File: src/rtl/rdf_pkg.sv
package rdf_pkg;
    localparam int unsigned N_RATES = 3;

    // Rate slot order inside the level and flag vectors.
    localparam int unsigned SLOT_DIV2  = 0;
    localparam int unsigned SLOT_DIV4  = 1;
    localparam int unsigned SLOT_DIV20 = 2;

    typedef struct packed {
        logic dly;
    } edge_state_t;

    typedef struct packed {
        logic rise;
        logic fall;
    } edge_flags_t;
endpackage

File: src/rtl/rdf_bin_stage.sv
module rdf_bin_stage #(
    parameter int unsigned CNT_W = 4
) (
    input  logic       clk_i,
    input  logic       rst_ni,
    output logic [1:0] taps_o
);
    typedef struct packed {
        logic [CNT_W-1:0] cnt;
    } bin_state_t;

    bin_state_t state_d, state_q;

    always_comb begin
        state_d     = state_q;
        state_d.cnt = state_q.cnt + CNT_W'(1);
    end

    always_ff @(posedge clk_i) begin
        if (!rst_ni) state_q <= '0;
        else         state_q <= state_d;
    end

    assign taps_o = state_q.cnt[1:0];
endmodule

File: src/rtl/rdf_mod_toggle.sv
module rdf_mod_toggle #(
    parameter int unsigned MOD   = 10,
    parameter int unsigned CNT_W = 5
) (
    input  logic clk_i,
    input  logic rst_ni,
    output logic lvl_o
);
    localparam logic [CNT_W-1:0] LAST = CNT_W'(MOD - 1);

    typedef struct packed {
        logic [CNT_W-1:0] cnt;
        logic             lvl;
    } tog_state_t;

    tog_state_t state_d, state_q;

    always_comb begin
        state_d = state_q;
        if (state_q.cnt == LAST) begin
            state_d.cnt = '0;
            state_d.lvl = ~state_q.lvl;
        end else begin
            state_d.cnt = state_q.cnt + CNT_W'(1);
        end
    end

    always_ff @(posedge clk_i) begin
        if (!rst_ni) state_q <= '0;
        else         state_q <= state_d;
    end

    assign lvl_o = state_q.lvl;
endmodule

File: src/rtl/rdf_edge_flag.sv
module rdf_edge_flag
    import rdf_pkg::*;
(
    input  logic clk_i,
    input  logic rst_ni,
    input  logic level_i,
    output logic rise_o,
    output logic fall_o
);
    edge_state_t state_d, state_q;
    edge_flags_t flags;

    always_comb begin
        state_d.dly = level_i;
        flags.rise  = level_i & ~state_q.dly;
        flags.fall  = ~level_i & state_q.dly;
    end

    always_ff @(posedge clk_i) begin
        if (!rst_ni) state_q <= '0;
        else         state_q <= state_d;
    end

    assign rise_o = flags.rise;
    assign fall_o = flags.fall;
endmodule

File: src/rtl/rate_div_flags.sv
module rate_div_flags
    import rdf_pkg::*;
#(
    parameter int unsigned BIN_W     = 4,
    parameter int unsigned SLOW_HALF = 10
) (
    input  logic clk_sys,
    input  logic rst_sys_n,
    output logic div2_lvl,
    output logic div2_rise,
    output logic div2_fall,
    output logic div4_lvl,
    output logic div4_rise,
    output logic div4_fall,
    output logic div20_lvl,
    output logic div20_rise,
    output logic div20_fall
);
    localparam int unsigned SLOW_W = $clog2(SLOW_HALF) + 1;

    logic [1:0]         bin_taps;
    logic               slow_lvl;
    logic [N_RATES-1:0] lvl_vec;
    logic [N_RATES-1:0] rise_vec;
    logic [N_RATES-1:0] fall_vec;

    rdf_bin_stage #(.CNT_W(BIN_W)) u_bin (
        .clk_i  (clk_sys),
        .rst_ni (rst_sys_n),
        .taps_o (bin_taps)
    );

    rdf_mod_toggle #(.MOD(SLOW_HALF), .CNT_W(SLOW_W)) u_slow (
        .clk_i  (clk_sys),
        .rst_ni (rst_sys_n),
        .lvl_o  (slow_lvl)
    );

    always_comb begin
        lvl_vec             = '0;
        lvl_vec[SLOT_DIV2]  = bin_taps[0];
        lvl_vec[SLOT_DIV4]  = bin_taps[1];
        lvl_vec[SLOT_DIV20] = slow_lvl;
    end

    for (genvar g = 0; g < N_RATES; g++) begin : g_edge
        rdf_edge_flag u_flag (
            .clk_i   (clk_sys),
            .rst_ni  (rst_sys_n),
            .level_i (lvl_vec[g]),
            .rise_o  (rise_vec[g]),
            .fall_o  (fall_vec[g])
        );
    end

    assign div2_lvl   = lvl_vec[SLOT_DIV2];
    assign div2_rise  = rise_vec[SLOT_DIV2];
    assign div2_fall  = fall_vec[SLOT_DIV2];
    assign div4_lvl   = lvl_vec[SLOT_DIV4];
    assign div4_rise  = rise_vec[SLOT_DIV4];
    assign div4_fall  = fall_vec[SLOT_DIV4];
    assign div20_lvl  = lvl_vec[SLOT_DIV20];
    assign div20_rise = rise_vec[SLOT_DIV20];
    assign div20_fall = fall_vec[SLOT_DIV20];
endmodule

File: config.mk
export PLATFORM = sky130hd
export DESIGN_NAME = rate_div_flags
export DESIGN_NICKNAME = d
export VERILOG_FILES = /design/src/rtl/rdf_pkg.sv /design/src/rtl/rdf_bin_stage.sv /design/src/rtl/rdf_mod_toggle.sv /design/src/rtl/rdf_edge_flag.sv /design/src/rtl/rate_div_flags.sv
export SDC_FILE = /design/constraint.sdc
export NUM_CORES = 1
export LEC_CHECK = 0
export ABC_AREA = 1
export BUFFER_PORTS_ARGS = -buffer_cell sky130_fd_sc_hd__buf_4
export CORE_AREA = 2 2 39 41
export CTS_CLUSTER_SIZE = 24
export DETAILED_ROUTE_END_ITERATION = 10
export DIE_AREA = 0 0 41 43
export PLACE_DENSITY = 0.56
export SLEW_MARGIN = 10
export SYNTH_ARGS = -nofsm -noshare
export SYNTH_HDL_FRONTEND = slang
export SYNTH_SLANG_ARGS = --single-unit
File: constraint.sdc
create_clock -name clk_sys -period 3 [get_ports clk_sys]
set_input_delay 0.6 -clock clk_sys [delete_from_list [all_inputs] [get_ports clk_sys]]
set_output_delay 0.6 -clock clk_sys [all_outputs]
set_load 0.03 [all_outputs]
==> results of run 1 <==
stage by stage:
| stage | cells | hold slack, ns |
|---|---|---|
| global route | 91 | 0.5055 |
| global placement | 87 | 0.4616 |
| floorplan | 61 | 0.4442 |
| detailed placement | 87 | 0.4635 |
| finish | 91 | 0.4730 |
| CTS | 91 | 0.4758 |
power breakdown:
group          internal (mW)  switching (mW)
Sequential             0.153         0.00741
Combinational         0.0143          0.0231
Clock                 0.0514          0.0502
cells by family after synthesis:
group                      share of synthesized area
xor gates and xnor gates                     0.01945
adders and majority gates                    0.05555
DFF                                           0.4889
buffers and inverters                         0.1167
and+or+nand+nor                               0.2861
AOI/OAI and AO/OA                            0.03332
worst max-delay path: stages, from the launching register on:
cell and delay [ns]:
sky130_fd_sc_hd__dfxtp_1 0.40, sky130_fd_sc_hd__inv_1 0.09, sky130_fd_sc_hd__nor2_1 0.09, sky130_fd_sc_hd__buf_4 0.16
flip-flops by register name, summed over array words and instances, names as in the netlist:
register,cells
g_edge.u_flag.state_q,3
u_bin.state_q,2
u_slow.lvl_o,1
u_slow.state_q,5
metal layers:
layer / vias to the layer above / wire length [um] / share of wire / GRT usage
li1: 207 / - / - / -
met1: 145 / 387 / 0.52 / 0.1299
met2: 10 / 310 / 0.42 / 0.1406
met3: 2 / 40 / 0.054 / 0.03141
met4: 0 / 6 / 0.0081 / 0.08000
met5: - / 0 / 0 / 0
final cells by class:
class | count | area, sq um
fillers | 143 | 812.0
well taps | 16 | 20.02
multi-input cells | 36 | 177.7
inverters | 14 | 52.55
flip-flops and latches | 11 | 220.2
clock buffers | 4 | 26.28
repair buffers | 10 | 75.07
worst max path at each step:
stage                                startpoint        end  slack, ns  cells after the start
floorplan           u_bin.state_q[0]$_SDFF_PN0_  div2_rise       1.34                      2
global placement    u_bin.state_q[0]$_SDFF_PN0_  div2_rise       1.70                      3
detailed placement  u_bin.state_q[0]$_SDFF_PN0_  div2_rise       1.70                      3
CTS                 u_bin.state_q[0]$_SDFF_PN0_  div2_rise       1.38                      3
global route        u_bin.state_q[1]$_SDFF_PN0_  div4_rise       1.32                      3
finish              u_bin.state_q[0]$_SDFF_PN0_  div2_rise       1.40                      3
synth_stat cells (all sizes together):
library cell,instances,area [sq um]
nand3,3,15.01
dfxtp,11,220.2
xnor2,1,8.760
ha,2,25.02
nand2,11,46.29
inv,14,52.55
o21ai,1,5.000
a21oi,2,10.01
nor2,14,55.06
nand4,2,12.51
==> results.md, run 1 <==
- The count of cells along the worst register-to-register path is 6.
- The antenna violation net count after detailed routing is 0.
- The routed wire length is ~740 um.
- The netlist area before placement is approximately 450 sq um.
- The worst hold path belongs to the class flip-flop to flip-flop.
- Leaving out fill and tap cells, the most frequent cell in the layout is sky130_fd_sc_hd__inv_1.
- The number of instances in the synthesized netlist is between 60 and 70.
- The number of cells upsized or downsized after cts is 0.
- The I/O pin count is 11.
- 0 antenna diodes ended up in the layout.
- The count of routing violations after the opening detailed-route iteration is 7.
- Post-CTS timing repair inserted 0 buffers for setup.
- In the final layout, the share of cells above drive strength 1 is 0.2133.
- The first global-routing pass estimated 1.228 mm of wire.
- The hold violation count in the final report is 0.
- The largest net degree at the start of global routing is 8.
- The library cell used as clock root buffer is sky130_fd_sc_hd__clkbuf_4.
- The share of the yosys chip area belonging to registers is 0.4889.
- The horizontal extent of the die is a little over 40 um.
- The reg-to-reg critical path endpoint is u_slow.state_q[1]$_SDFF_PP0_.
- Timing analysis after detailed placement gives a worst setup slack of 1.696 ns.
- The number of buffers added to fix hold violations after cts is 0.
- The overall die height is around 43 um.
- The leakage component of the power is just under 0.3 nW.
- The kind of start point of the critical path is a flip-flop.
- STA classifies the critical path endpoint as a primary output.
- Port buffering added 10 buffers.
- The final instance area is between 500 and 600 sq um.
- The top cell types in the final layout, fill and taps aside, are sky130_fd_sc_hd__inv_1, sky130_fd_sc_hd__nor2_1, sky130_fd_sc_hd__dfxtp_1.
- The average cell area after synthesis is approximately 7.4 sq um.
- The worst hold path terminates at g_edge[1].u_flag.state_q$_SDFF_PN0_.
- In this run the core area contains 14 standard-cell rows.
- IR analysis of the VDD net gives a maximum drop of between 0.2 and 0.3 mV.
- The initial cell density of the core is 0.3255.
- The total routing usage reported by global routing is 0.1037.
- At the later pin of the worst-skew pair, clock insertion delay measures ~0.27 ns.
- The beginning of the worst hold path is u_bin.state_q[1]$_SDFF_PN0_.
- The final critical-path required period is about 1.6 ns.
- The synthesized design contains 11 register bits.
- The number of global-route vias before repair came to about 330.
- The remaining design rule violation count is 0.
- The type of the worst setup path is flip-flop to primary output.
- Measured against its own limit, the worst slew margin works out to 0.8423.
- Clock-pin slew was measured on the worst setup and hold paths at roughly 0.070 ns.
- During synthesis, Yosys emitted a total of 0 warnings.
- The number of violations of the max-capacitance limit is 0.
- Data arrives at the worst endpoint at 1.00 ns.
- The reg-to-reg startpoint is u_slow.state_q[1]$_SDFF_PP0_.
- At the end of the flow the core is filled with cells to 0.4132.
- The cell area power density is between 500 and 600 nW/um^2.
- Compared with the post-synthesis result, the final layout area differs by 26.94%.
- The highest attainable clock frequency is between 0.6 and 0.7 GHz.
- Dividing the detail-routed via count by the number of cells gives roughly 4.0.
- The pin slew with the least headroom to its limit is roughly 0.24 ns.
- The total of endpoints with negative setup slack in the final report is 0.
- The count of final max-slew check failures is 0.
- Data on the critical path is required at its endpoint by 2.40 ns.
- The number of antenna violations at the first check in global routing was 0.
- The placed instances occupy a cell area of 545.5 sq um.
- The average wire per standard cell is 8.176 um.
- The CTS tree is yes.
- The worst register-to-register path has a setup slack of 1.97 ns.
- After legalization and detailed placement, the total HPWL measured 543 um.
- The net count after synthesis is 65.
- The number of H-tree levels is 1.
- The total design power is between 0.2 and 0.3 mW.
- For this run, the post-layout net count is 80.
- The number of buffers between clock root and the deepest sink is 2.
- The flow ran to the end, and the final reports show no timing, DRC or antenna violations.
- Of all nets on the critical path, the largest fanout is 5.
- The iteration count of the initial detailed-routing pass is 3.
- Setup repair after global routing left no endpoint under its margin.
- Routability-driven placement finished with a final weighted congestion of between 0.5 and 0.6.
- The total core area is roughly 1400 sq um.
- Of the available clock period, the critical path in the final layout requires 0.5339.
- The via count is 364.
- On the final layout, the worst clock skew is approximately 0.0046 ns.
- The cell depth of the worst hold path is 2.
- CTS saw 11 sinks.
- The sum of negative setup slack is 0 ns.
- The count of distinct cell types in the synthesized netlist is 12.
- In the post-route analysis, the smallest setup slack over all paths is ~1.4 ns.
- The remaining global-route overflow is 0.
- Clock tree synthesis inserted a total of 3 buffers.
- The floorplan step defined a die boundary enclosing approximately 1800 sq um.
No activity file was read; power rests on OpenSTA's default activity.
==> inputs of run 2 (changes only) <==
Settings changed: ABC_AREA 1 to 0, PLACE_DENSITY 0.56 to 0.59.
Clock period 3 ns to 1.3 ns, I/O delays scaled along.
==> run 2 against run 1 <==
Via count fell by 13%. Global-route usage fell by 0.47 points. Flip-flop and latch count did not move. First-iteration DRC count fell by 100%. Cell count fell by 21%. Largest cell class is now multi-input combinational cells.
==> results.md, run 2 <==
- The count of cells along the worst register-to-register path is 4.
- The type of the worst min-delay path is primary input to flip-flop.
- The type of the worst setup path is flip-flop to flip-flop.
- The worst setup path is captured at a flip-flop.
- The number of buffers and inverters on the critical path is 1.
- Leaving out fill and tap cells, the most frequent cell in the layout is sky130_fd_sc_hd__buf_4.
- Once placement completed, the tool counted placed cells totaling ~70.
- The cell with the most instances after synthesis is sky130_fd_sc_hd__dfxtp_1.
- The kind of start point of the critical path is a flip-flop.
- Leaving out fill and tap cells, the most frequent cells in the layout are sky130_fd_sc_hd__buf_4, sky130_fd_sc_hd__dfxtp_1, sky130_fd_sc_hd__nor2b_1.
- The reg-to-reg startpoint is u_slow.state_q[2]$_SDFF_PP0_.
- The clock arrives with approximately 0.0029 ns of skew.
- The first global-routing pass estimated approximately 1.1 mm of wire.
- On the critical path the largest part of the delay comes from flip-flops.
- The post-synthesis to final-layout area growth is 28.49%.
- For this run, the detailed router's first-pass iteration total came to 1.
- The count of input and output buffers is 10.
- The data arrival at the endpoint of the critical path is 1.38 ns.
- The setup check on the worst reg-to-reg path leaves a slack of ~0.08 ns.
- The final instance area is ~600 sq um.
- The net count after synthesis is 46.
- The number of nets in the layout is 61.
- The I/O pin count is 11.
- TritonCTS created 3 clock buffers.
- Once layout is complete, the utilization of the core stands at 0.4322.
- The average wire per standard cell is approximately 9 um.
- The repair_antennas step left the layout with diodes totalling 0.
- The reg-to-reg critical path endpoint is u_slow.lvl_o$_SDFFE_PN0N_.
- The netlist area before placement is ~470 sq um.
- The number of instances in the synthesized netlist is 42.
- The count of final max-slew check failures came to 0.
- For this block, the initial DRC count from the detailed router was 0.
- Sorting the synthesized cells by area gives the leading types as sky130_fd_sc_hd__dfxtp_1, sky130_fd_sc_hd__nor2b_1, sky130_fd_sc_hd__and2_1.
- For this configuration, the core starts out at a cell density of 0.3363.
- At the later pin of the worst-skew pair, clock insertion delay measures 0.26 ns.
- The die covers roughly 1800 sq um.
- In this run the tightest slew margin relative to its limit is 0.7824.
- The number of buffers between clock root and the deepest sink is 2.
- The total core area is 1384 sq um.
- A synthesized cell averages 11.08 sq um.
- The count of distinct cell types in the synthesized netlist is 19.
- The routability-driven placement congestion ratio is between 0.6 and 0.7.
- Of the post-synthesis cell area, the dominant cell type holds 0.4731.
- Walking the worst path, the cells encountered are inv_1 -> ha_1 -> and4bb_4 -> mux2_4.
- The number of core rows is 14.
- The sum of negative setup slack is 0 ns.
- The highest cell delay on the worst timing path is 0.33 ns.
- The run finished with clean final reports.
- The library cell used as clock root buffer is sky130_fd_sc_hd__clkbuf_4.
- The cell type with the highest aggregate area in the netlist is sky130_fd_sc_hd__dfxtp_1.
- For this run, design rule violations remaining after detail routing come to 0.
- The pin slew with the least headroom to its limit is 0.3230 ns.
- The worst-case setup slack after placement is about 0.077 ns.
- Setup violations remaining at the end of the flow were counted as 0.
- The horizontal extent of the die is around 41 um.
- The register with the most flip-flops in the layout has 5 of them.
- The post-DP HPWL is approximately 500 um.
- The finished layout holds 72 standard cells, fillers aside.
- The number of H-tree levels is 1.
- The hold path endpoint is u_bin.state_q[1]$_SDFF_PN0_.
- Yosys mapped a number of flops with a built-in enable equal to 0.
- The final critical-path required period is between 1 and 1.5 ns.
- The slowest stage cell on the critical path is sky130_fd_sc_hd__dfxtp_1.
- For this run, the leading register cell type out of synthesis is sky130_fd_sc_hd__dfxtp_1.
- The antenna violation net count after detailed routing is 0.
- The via count normalized by instance count is between 4 and 5.
- The number of global-route vias before repair came to 285.
- In the post-route analysis, the smallest setup slack over all paths is 0.07880 ns.
- Setup repair after global routing left no endpoint under its margin.
- After detailed placement, the total cell area comes to ~570 sq um.
- Clock-pin slew was measured on the worst setup and hold paths at roughly 0.060 ns.
- The largest net degree at the start of global routing is 13.
- The top register by number of flip-flops is u_slow.state_q.
- In the finished design, the share of the clock period the worst path needs comes to 0.9394.
- Max-cap violations in this run came to 0.
- Of all nets on the critical path, the largest fanout is 5.
- For the worst setup path, the data required time is ~1.5 ns.
- Across every metal layer, demand over resource in global routing totals 0.09899.
- IR analysis of the VDD net gives a maximum drop of between 0.5 and 0.6 mV.
- For this run the aggregate overflow at the end of global routing stands at 0.
- The share of async-settable or async-resettable flops after synthesis is 0.
- The share of the Yosys chip area taken by registers is 0.4731.
- The number of synthesis warnings is 0.
- The CTS tree is yes.
- Counting the fill cells in the layout gives 135.
- The leakage component of the power is around 0.26 nW.
- Of the cells placed in the final design, the portion with a size suffix greater than 1 is 0.3929.
- In this run the most critical hold path is launched from rst_sys_n.
- Based on the critical path, the design can be clocked at up to about 0.82 GHz.
- Counting every sink on the clock net gives 11.
- The routed wire length is around 660 um.
- The via count is around 320.
- The largest registers in the layout are u_slow.state_q: 5 flops, g_edge.u_flag.state_q: 3 flops, u_bin.state_q: 2 flops.
- The die is 43 um tall.
- The cell area power density is roughly 1200 nW/um^2.
- The post-synthesis sequential element count is 11.
- By count the netlist is led by sky130_fd_sc_hd__dfxtp_1, sky130_fd_sc_hd__nor2b_1, sky130_fd_sc_hd__and2_1.
- The worst hold path was traced through 2 stages.
- The number of antenna violations at the first check in global routing is 0.
- The hold violation count in the final report is 0.
run 2: worst max-delay path by stage:
stage                                             from                        end  slack [ns]  cells past startpoint
after floorplan              u_slow.lvl_o$_SDFFE_PN0N_                 div20_rise       0.001                      1
after global placement    u_slow.state_q[2]$_SDFF_PP0_  u_slow.lvl_o$_SDFFE_PN0N_        0.11                      4
after detailed placement  u_slow.state_q[2]$_SDFF_PP0_  u_slow.lvl_o$_SDFFE_PN0N_        0.08                      4
after CTS                  u_bin.state_q[0]$_SDFF_PN0_                  div2_rise        0.03                      2
after global routing      u_slow.state_q[2]$_SDFF_PP0_  u_slow.lvl_o$_SDFFE_PN0N_        0.02                      4
final                     u_slow.state_q[2]$_SDFF_PP0_  u_slow.lvl_o$_SDFFE_PN0N_        0.08                      4
run 2: kinds of logic (layout without fill, tap and decap cells):
group | count (synthesis) | in the layout | synth area share
simple gates | 21 | 21 | 0.3441
flops | 11 | 11 | 0.4731
fa+ha+maj | 2 | 2 | 0.05375
compound gates | 2 | 2 | 0.02148
xor+xnor | 2 | 2 | 0.03764
mux | 2 | 2 | 0.05375
buf+inv | 2 | 16 | 0.01611
run 2: where the power goes:
part / internal, mW / switching [mW] / total, mW
clock network: 0.119 / 0.105 / 0.223
logic: 0.0474 / 0.0557 / 0.103
registers: 0.356 / 0.0167 / 0.373
total: 0.522 / 0.177 / 0.699
run 2: area by class of cell:
type	instances	area, sq um	share of cell area
Timing Repair Buffer	11	82.58	0.1381
Clock buffer	4	26.28	0.04393
Tap cell	16	20.02	0.03347
Multi-Input combinational cell	29	242.7	0.4059
Sequential cell	11	222.7	0.3724
Inverter	1	3.754	0.006276
run 2: stage by stage:
step                total power [mW]  hold WS (ns)
floorplan                     0.4463        0.4097
global placement              0.4822        0.4683
detailed placement            0.4837        0.4674
CTS                           0.7106        0.2756
global route                  0.7388        0.2838
finish                        0.6992        0.2753
run 2: timing repair:
item	CTS	global route
endpoints found under the setup margin	0	2
setup buffers	0	0
gates resized for setup	0	2
hold buffers	0	0
run 2: metal layers:
layer	vias up	global-route usage	part of all wire
met5	-	0	0
met4	0	0.02000	0.0061
met3	2	0.07853	0.098
met2	10	0.1438	0.46
met1	136	0.1115	0.43
li1	167	-	-
==> inputs of run 3 (changes only) <==
Settings changed: ABC_AREA 0 to 1, CTS_CLUSTER_SIZE 24 to 16, PLACE_DENSITY 0.59 to 0.58.
==> run 3 against run 2 <==
Clock power increased by 4%. Critical path type is now flip-flop to primary output. Utilization decreased by 1.4 points. Global-route usage increased by 0.58 points. Register-to-register slack improved by 0.20 ns. Power decreased by 1.3%. Sequential share of layout area increased by 1.2 points. Largest power group unchanged. Sequential power about the same. Clock skew about the same. First-iteration DRC count increased by 2. Clock-buffer cell count unchanged. Critical endpoint is now div4_rise. Cell area decreased by 3.1%.
==> results.md, run 3 (synthesis gave the netlist of run 1 again) <==
- The run finished with clean final reports.
- Hold timing on the final database bottoms out at a slack of between 0.2 and 0.25 ns.
- The remaining global-route overflow is 0.
- Across the run, the number of max-cap violations was 0.
- Clock-pin slew was measured on the worst setup and hold paths at ~0.07 ns.
- The first global-routing pass estimated around 1.2 mm of wire.
- The leakage component of the power is about 0.30 nW.
- The worst path required time is around 1.0 ns.
- The type of the worst min-delay path is primary input to flip-flop.
- The final critical-path required period is ~1.2 ns.
- The type of the worst setup path is flip-flop to primary output.
- The number of buffers between clock root and the deepest sink is 2.
- STA classifies the critical path endpoint as a primary output.
- The number of global-route vias before repair came to 305.
- Overall power consumption after layout is estimated at 0.6901 mW.
- At the end of the flow, the number of nets in the layout was 80.
- Leaving out fill and tap cells, the most frequent cell in the layout is sky130_fd_sc_hd__inv_1.
- The filler cells instantiated in the layout total 156.
- The average wire per standard cell is 8.121 um.
- Setup repair after global routing left no endpoint under its margin.
- The total routing usage reported by global routing is 0.1048.
- For this configuration, the core starts out at a cell density of 0.3255.
- The clock arrives with between 0.002 and 0.003 ns of skew.
- The number of antenna violations at the first check in global routing is 0.
- The hold violation count in the final report is 0.
- The post-synthesis to final-layout area growth is 28.61%.
- The worst-case setup slack after placement is between 0.2 and 0.3 ns.
- In this run, the number of DRC markers left after iteration 0 of detailed routing was 2.
- The cell area power density is about 1200 nW/um^2.
- The largest net degree at the start of global routing is 8.
- The die is 43 um tall.
- Along the worst path, the maximum fanout reaches 4.
- Of the total power, the clock network draws 0.334.
- The data arrival at the endpoint of the critical path is between 0.9 and 1 ns.
- The highest attainable clock frequency is 0.8236 GHz.
- Across the VDD grid, the largest voltage drop is approximately 0.51 mV.
- The horizontal extent of the die is 41 um.
- The number of antenna diodes is 0.
- The CTS tree is yes.
- The clock network latency to the later pin of the worst-skew pair is around 0.26 ns.
- Routability-driven placement finished with a final weighted congestion of about 0.64.
- The number of buffers added by the clock tree synthesis step is 3.
- The remaining design rule violation count is 0.
- The share of the clock period used by the worst path is 0.9340.
- The total core area is 1384 sq um.
- The number of H-tree levels is 1.
- In this run the core area contains 14 standard-cell rows.
- The final layout contains routed wiring with a total length of 739 um.
- The post-DP HPWL is about 550 um.
- The count of final max-slew check failures was 0.
- The largest registers in the layout are u_slow.state_q: 5 flops, g_edge.u_flag.state_q: 3 flops, u_bin.state_q: 2 flops.
- The via count normalized by instance count is 4.121.
- During placement, the flow inserted port buffers numbering 10.
- The via count is approximately 380.
- The share of total power dissipated in combinational logic is 0.128.
- The analysis attributes to net switching a power of about 0.18 mW.
- The register with the most flip-flops in the layout has 5 of them.
- The total of endpoints with negative setup slack in the final report is 0.
- For this design the top-level I/O count stands at 11.
- The detail route stage leaves a number of antenna-violating nets equal to 0.
- In this run the tightest slew margin relative to its limit is 0.8440.
- The internal power of the cells totals 0.5060 mW.
- Of the total power, registers draw 0.538.
- The iteration count of the initial detailed-routing pass is 2.
- The fraction of layout instances using a drive strength above 1 is 0.2667.
- The die covers 1763 sq um.
- The minimum setup slack in the final design is between 0.08 and 0.09 ns.
- The worst hold path passes through 3 cells.
- The fraction of power spent switching nets is 0.2667.
- The count of cells along the worst register-to-register path is 6.
- The kind of start point of the critical path is a flip-flop.
- The pin slew with the least headroom to its limit is ~0.23 ns.
- For this design, the sink count on the clock tree is 11.
- The library cell used as clock root buffer is sky130_fd_sc_hd__clkbuf_4.
- In the layout the commonest cells are sky130_fd_sc_hd__inv_1, sky130_fd_sc_hd__nor2_1, sky130_fd_sc_hd__buf_4.
- The top register by number of flip-flops is u_slow.state_q.
- The sum of negative setup slack is 0 ns.
==> run 3: path summary, 6_finish.rpt <==
kind	start	to	slack [ns]
max	u_bin.state_q[1]$_SDFF_PN0_	div4_rise	0.09
min	rst_sys_n	g_edge[0].u_flag.state_q$_SDFF_PN0_	0.24
max reg2reg	u_slow.state_q[1]$_SDFF_PP0_	u_slow.state_q[5]$_SDFF_PP0_	0.28
min reg2reg	u_bin.state_q[0]$_SDFF_PN0_	u_bin.state_q[0]$_SDFF_PN0_	0.44
==> run 3: layout make-up <==
type                    count  area [sq um]  area share
flip-flops and latches     11         222.7      0.3844
multi-input cells          36         182.7      0.3153
repair buffers             10         75.07      0.1296
inverters                  14         52.55     0.09071
clock buffers               4         26.28     0.04536
well taps                  16         20.02     0.03456
==> run 3: worst max-delay path: stages, from the launching register on <==
cell                      delay [ns]
sky130_fd_sc_hd__dfxtp_1        0.37
sky130_fd_sc_hd__inv_1          0.08
sky130_fd_sc_hd__nor2_2         0.08
sky130_fd_sc_hd__buf_4          0.16
==> run 3: power groups by stage <==
stage | logic (mW) | clock network, mW | registers [mW]
3_5_place_dp | 0.0890 | 0 | 0.378
6_report | 0.0883 | 0.231 | 0.371
5_1_grt | 0.0971 | 0.255 | 0.374
3_3_place_gp | 0.0896 | 0 | 0.379
2_1_floorplan | 0.0499 | 0 | 0.385
4_1_cts | 0.0893 | 0.244 | 0.371
==> run 3: metrics by stage <==
step                      std cells    util  instance area, sq um
after floorplan                  61       -                 455.4
after CTS                        91  0.4168                 576.8
after global routing             91  0.4186                 579.3
after detailed placement         87  0.3978                 550.5
after global placement           87  0.3978                 550.5
final                            91  0.4186                 579.3
==> run 3: layer usage <==
layer  GRT usage  vias to the layer above  wire (um)
li1            -                      210          -
met1      0.1368                      155        385
met2      0.1375                        8        306
met3     0.03141                        2         36
met4     0.08000                        0         10
met5           0                        -          0
==> run 3: what timing repair did <==
item	in CTS	in global routing
buffers inserted	0	0
hold buffers	0	0
resized for setup	0	2
setup endpoints to repair	0	2
hold endpoints to repair	0	0
